## src/rtl/lc_timer_pkg.sv

```systemverilog
package lc_timer_pkg;
  localparam int unsigned DATA_W   = 32;
  localparam int unsigned FLAG_BIT = 31;
  typedef enum logic [1:0] {
    W_LIMIT = 2'd0,
    W_COUNT = 2'd1,
    W_ALIAS = 2'd2,
    W_NONE  = 2'd3
  } word_e;
  typedef struct packed {
    logic rd_lim;
    logic rd_cnt;
    logic rd_any;
    logic wr_lim;
    logic wr_alias;
  } strobe_t;
endpackage

```

## src/rtl/lc_timer_decode.sv

```systemverilog
module lc_timer_decode
  import lc_timer_pkg::*;
(
  input  logic       clk,
  input  logic       rst_n,
  input  logic       bus_en,
  input  logic       bus_we,
  input  logic [1:0] bus_addr,
  output strobe_t    stb
);
  word_e w;
  assign w = word_e'(bus_addr);

  always_comb begin
    stb          = '0;
    stb.rd_any   = bus_en && !bus_we;
    stb.rd_lim   = bus_en && !bus_we && (w == W_LIMIT);
    stb.rd_cnt   = bus_en && !bus_we && (w == W_COUNT);
    stb.wr_lim   = bus_en &&  bus_we && (w == W_LIMIT);
    stb.wr_alias = bus_en &&  bus_we && (w == W_ALIAS);
  end

  // at most one register action per access
  a_r10_one_action: assert property (@(posedge clk) disable iff (!rst_n)
    $onehot0({stb.rd_lim, stb.rd_cnt, stb.wr_lim, stb.wr_alias}));
endmodule

```

## src/rtl/lc_timer_count.sv

```systemverilog
module lc_timer_count #(
  parameter int unsigned CNT_W = 22
) (
  input  logic             clk,
  input  logic             rst_n,
  input  logic             tick_en,
  input  logic             wr_lim,
  input  logic             wr_alias,
  input  logic [CNT_W-1:0] wr_val,
  output logic [CNT_W-1:0] cnt,
  output logic [CNT_W-1:0] lim,
  output logic             hit
);
  localparam logic [CNT_W-1:0] ALL1 = '1;

  logic [CNT_W:0] nxt;
  logic           cmp_lim;
  logic           cmp_wrap;

  assign nxt      = {1'b0, cnt} + 1'b1;
  assign cmp_lim  = (lim != '0) && (nxt[CNT_W-1:0] == lim);
  assign cmp_wrap = (lim == '0) && nxt[CNT_W];
  assign hit      = tick_en && !wr_lim && (cmp_lim || cmp_wrap);

  always_ff @(posedge clk) begin
    if (!rst_n) begin
      cnt <= '0;
      lim <= '0;
    end else begin
      if (wr_lim || wr_alias) lim <= wr_val;
      if (wr_lim)        cnt <= '0;
      else if (hit)      cnt <= '0;
      else if (tick_en)  cnt <= nxt[CNT_W-1:0];
    end
  end

  // a limit write restarts the count
  a_r3_restart: assert property (@(posedge clk) disable iff (!rst_n)
    wr_lim |=> (cnt == '0));
  // the alias keeps the count when no tick arrives
  a_r4_keep: assert property (@(posedge clk) disable iff (!rst_n)
    (wr_alias && !tick_en) |=> $stable(cnt));
  // full-range wrap in free-run
  a_r6_wrap: assert property (@(posedge clk) disable iff (!rst_n)
    (tick_en && !wr_lim && lim == '0 && cnt == ALL1) |=> (cnt == '0));
  // no tick, no access: count holds
  a_r2_hold: assert property (@(posedge clk) disable iff (!rst_n)
    (!tick_en && !wr_lim) |=> $stable(cnt));
endmodule

```

## src/rtl/lc_timer_flag.sv

```systemverilog
module lc_timer_flag (
  input  logic clk,
  input  logic rst_n,
  input  logic hit,
  input  logic rd_lim,
  input  logic wr_lim,
  output logic reached,
  output logic irq
);
  always_ff @(posedge clk) begin
    if (!rst_n) begin
      reached <= 1'b0;
      irq     <= 1'b0;
    end else begin
      if (hit)         reached <= 1'b1;
      else if (rd_lim) reached <= 1'b0;
      if (hit)                   irq <= 1'b1;
      else if (rd_lim || wr_lim) irq <= 1'b0;
    end
  end

  // an event sets both the flag and the interrupt
  a_r5_event: assert property (@(posedge clk) disable iff (!rst_n)
    hit |=> (reached && irq));
  // acknowledge by reading the limit
  a_r8_ack: assert property (@(posedge clk) disable iff (!rst_n)
    (rd_lim && !hit) |=> (!reached && !irq));
  // a limit write drops the interrupt
  a_r3_irq_low: assert property (@(posedge clk) disable iff (!rst_n)
    wr_lim |=> !irq);
endmodule

```

## src/rtl/lc_timer.sv

```systemverilog
module lc_timer
  import lc_timer_pkg::*;
#(
  parameter int unsigned CNT_W  = 22,
  parameter int unsigned FRAC_W = 9
) (
  input  logic        clk,
  input  logic        rst_n,
  input  logic        tick_en,
  input  logic        bus_en,
  input  logic        bus_we,
  input  logic [1:0]  bus_addr,
  input  logic [31:0] bus_wdata,
  output logic        rd_vld,
  output logic [31:0] rd_data,
  output logic        irq
);
  localparam int unsigned TOP_BIT = FRAC_W + CNT_W;

  strobe_t          stb;
  logic [CNT_W-1:0] cnt;
  logic [CNT_W-1:0] lim;
  logic             hit;
  logic             reached;
  logic [31:0]      cnt_word;
  logic [31:0]      lim_word;

  lc_timer_decode u_dec (
    .clk(clk), .rst_n(rst_n), .bus_en(bus_en), .bus_we(bus_we),
    .bus_addr(bus_addr), .stb(stb)
  );

  lc_timer_count #(.CNT_W(CNT_W)) u_cnt (
    .clk(clk), .rst_n(rst_n), .tick_en(tick_en),
    .wr_lim(stb.wr_lim), .wr_alias(stb.wr_alias),
    .wr_val(bus_wdata[FRAC_W +: CNT_W]),
    .cnt(cnt), .lim(lim), .hit(hit)
  );

  lc_timer_flag u_flag (
    .clk(clk), .rst_n(rst_n), .hit(hit),
    .rd_lim(stb.rd_lim), .wr_lim(stb.wr_lim),
    .reached(reached), .irq(irq)
  );

  always_comb begin
    lim_word = 32'(lim) << FRAC_W;
    cnt_word = 32'(cnt) << FRAC_W;
    cnt_word[FLAG_BIT] = reached;
  end

  always_ff @(posedge clk) begin
    if (!rst_n) begin
      rd_vld  <= 1'b0;
      rd_data <= '0;
    end else begin
      rd_vld <= stb.rd_any;
      if (stb.rd_any) begin
        case (word_e'(bus_addr))
          W_LIMIT: rd_data <= lim_word;
          W_COUNT: rd_data <= cnt_word;
          default: rd_data <= '0;
        endcase
      end
    end
  end

  initial begin
    assert (TOP_BIT <= FLAG_BIT) else $error("count field overlaps flag bit");
  end

  // read data valid exactly one cycle after a read
  a_r11_vld: assert property (@(posedge clk) disable iff (!rst_n)
    (bus_en && !bus_we) |=> rd_vld);
  a_r11_quiet: assert property (@(posedge clk) disable iff (!rst_n)
    !(bus_en && !bus_we) |=> (!rd_vld && $stable(rd_data)));
  // sub-tick bits never appear in read data
  a_r2_frac: assert property (@(posedge clk) disable iff (!rst_n)
    rd_vld |-> (rd_data[FRAC_W-1:0] == '0));
endmodule

```

## config.mk

```make
export PLATFORM = sky130hd
export DESIGN_NAME = lc_timer
export DESIGN_NICKNAME = d
export VERILOG_FILES = /design/src/rtl/lc_timer_pkg.sv /design/src/rtl/lc_timer_decode.sv /design/src/rtl/lc_timer_count.sv /design/src/rtl/lc_timer_flag.sv /design/src/rtl/lc_timer.sv
export SDC_FILE = /design/constraint.sdc
export NUM_CORES = 1
export LEC_CHECK = 0
export BUFFER_PORTS_ARGS = -buffer_cell sky130_fd_sc_hd__buf_2
export CORE_ASPECT_RATIO = 1.4
export CORE_MARGIN = 2
export CORE_UTILIZATION = 49
export DETAILED_ROUTE_END_ITERATION = 12
export PLACE_DENSITY_LB_ADDON = 0.2
export SLEW_MARGIN = 20
export SYNTH_ARGS = -nofsm -noshare
export SYNTH_HDL_FRONTEND = slang
export SYNTH_SLANG_ARGS = --single-unit
```

## constraint.sdc

```tcl
create_clock -name clk -period 5.71 [get_ports clk]
set_clock_uncertainty 0.1 [all_clocks]
set_input_delay 0.2855 -clock clk [delete_from_list [all_inputs] [get_ports clk]]
set_output_delay 0.2855 -clock clk [all_outputs]
set_load 0.02 [all_outputs]
```

==> results.toml <==
[status]
status = "finished, final reports clean"

[sta]
setup_viol = 0
slew_headroom = 0.284
finalCritPeriodShare = 0.590
tightest_slew_ns = 1.07
finalHoldViolations = 0
final.min_clock_period_ns = 3.37
finalSetupTns_ns = 0
max_freq_ghz = 0.297
rsz0062_at_grt = "false"
finalMaxSlewViolations = 0

[final_layout]
area_delta_synth_final_pct = 15.0
nFillCells = 760
final_nets = 561
final_util = 0.570
n_antenna_cell = 0
drive_gt1_frac = 0.206

[cts]
insertion_delay_ns = 0.34
path_clk_slew_ns = 0.06
holdBufCountCts = 0
numCtsBuffers = 9
clkSinkCount = 70
cts_setup_buffers = 0
cts_resized = 0
clockBufferDepth = 2
h-tree-depth = 3
cts_tree = "yes"
root_buffer = "clkbuf_16"

[floorplan]
die_h_um = 111
dieArea_um2 = 8900
core_area_um2 = 8050
row_count = 39
io_pins = 73
start_util = 0.496
die_w_um = 80.3

[critical_path]
crit_required_ns = 5.78
worstSetupPathType = "reg -> reg"
path_max_fanout = 18
endpoint_kind = "register"
arrival_ns = 3.44
startpoint_type = "register"

[pwr]
combPwrFrac = 0.079
switching_share = 0.221
ir_drop_v = 0.000268
pwr-share-clk = 0.534
p_leak_nw = 1.88
p_int_w = 0.00102
pwr-share-seq = 0.387
power.density_nw_per_um2 = 285
p_switching_w = 0.000289

[synthesis]
synthMuxAreaShare = 0.0645
synth_area_per_cell_um2 = 8.20
synth-adder-area-share = 0.00627
synthTopCellsByArea = "dfxtp_1, nand2_1, xnor2_1"
synthSimpleGateAreaFrac = 0.288
synth_seq_area_share = 0.351
async_flop_share = 0
synth-xor-area-share = 0.118
ys_warn_count = 0
synth_ff_type = "dfxtp_1"
synth.largest_area_cell = "dfxtp_1"
synth_top_family_by_area = "simple AND/OR/NAND/NOR gates"
synth.top_cell.area_share = 0.351
synthDistinctLibCells = 52
synth_compound_area_frac = 0.110
synth_edf_count = 0
syn_area_um2 = 3990
yosys-top-cells-count = "nand2_1, dfxtp_1, nor2_1, xnor2_1"
ys_seq_elements = 70
synthCells = 487
synth.most_common_cell = "nand2_1"

[route]
drtAntennaViolNets = 0
vias = 3487
wirelength_um = 10200
dr.pass1.iters = 5
drc_errors = 0
routedWlPerCell_um = 16.2
drt_iter0_drc = 238
avgViaCountPerCell = 5.56

[grt]
grt_max_degree = 49
grt_first_pass_wirelength_um = 17000
overflow = 0
track_usage = 0.244
antenna_found_initial = 0
grt_pass1_vias = 3451

[flow_run]
cap_violations = 0

[place]
gp_congestion = 0.998
numPortBuffers = 53
dp_hpwl_um = 7340

[worst_hold_path]
hold_class = "in -> reg"
-- placed cells by master, fill, tap and decap left out, types with 8 or more instances in the layout --
master     count
dfxtp_1       70
conb_1         9
a21oi_1       24
xor2_1        24
nor4_1         9
nor3_1        14
mux2_2        22
buf_2         53
xnor2_1       30
clkbuf_16      9
and3_1         8
nand2_1       73
nand3_1       23
a22oi_1       23
nor2_1        53
nand4_1       11
-- final timing paths --
check | from | endpoint | slack (ns) | cells past startpoint
setup / recovery | u_cnt.cnt[8] | u_cnt.cnt[5] | 2.34 | 7
hold reg to reg | u_flag.reached | u_flag.reached | 0.39 | 2
setup reg to reg | u_cnt.cnt[8] | u_cnt.cnt[5] | 2.34 | 7
hold / removal | bus_wdata[11] | u_cnt.lim[2] | 0.09 | 3
-- sequential cells by signal, summed over array words and instances, names as in the netlist --
signal / cells
u_cnt.lim: 22
u_cnt.cnt: 22
rd_data: 23
rd_vld: 1
u_flag.reached: 1
u_flag.irq: 1
-- metrics by stage --
stage	cell area [um^2]	instances	total power [W]	setup WS, ns	hold WS [ns]
6_report	4590	627	0.00131	2.34	0.0856
5_1_grt	4590	627	0.00135	2.02	0.0867
4_1_cts	4590	627	0.00132	2.37	0.0806
3_5_place_dp	4220	611	0.000621	2.42	0.378
3_3_place_gp	4220	611	0.000620	2.43	0.377
2_1_floorplan	4020	495	0.000594	3.23	0.321
-- cell type report --
type / count / area, um^2 / share of cell area
Timing Repair Buffer: 57 / 295 / 0.0643
Clock buffer: 11 / 243 / 0.0529
Inverter: 5 / 18.8 / 0.00409
Clock inverter: 5 / 129 / 0.0281
Multi-Input combinational cell: 377 / 2380 / 0.518
Tap cell: 102 / 128 / 0.0278
Sequential cell: 70 / 1400 / 0.305
-- power by group through the flow --
stage / registers [W] / clock network (W) / logic (W)
floorplan: 0.000516 / 0 / 0.0000778
global placement: 0.000518 / 0 / 0.000102
detailed placement: 0.000518 / 0 / 0.000103
CTS: 0.000507 / 0.000708 / 0.000103
global route: 0.000509 / 0.000729 / 0.000115
finish: 0.000508 / 0.000699 / 0.000104
-- critical path, cell delays in order (launching register included) --
cell and delay, ns:
dfxtp_1 0.58, nand4_1 0.54, nor4_4 0.42, and3_1 0.21, a31o_2 0.17, nand3_2 0.08
nor4b_4 0.94, nor2_1 0.14
-- logic make-up (layout without fill, tap and decap cells) --
| group | after synthesis | count (layout) |
|---|---|---|
| simple gates | 221 | 221 |
| flops | 70 | 70 |
| compound gates | 68 | 68 |
| xor+xnor | 54 | 54 |
| buf+inv | 48 | 78 |
| mux | 23 | 23 |
| fa+ha+maj | 2 | 2 |
| other cells | 1 | 9 |
-- layer usage --
layer  vias up  wire length (um)  track usage
met5         -                 0            0
met4         0               224        0.102
li1       1747                 -            -
met2       105              4990        0.380
met3        18               494       0.0586
met1      1617              4470        0.321
Power figures use the tool's default switching activity.
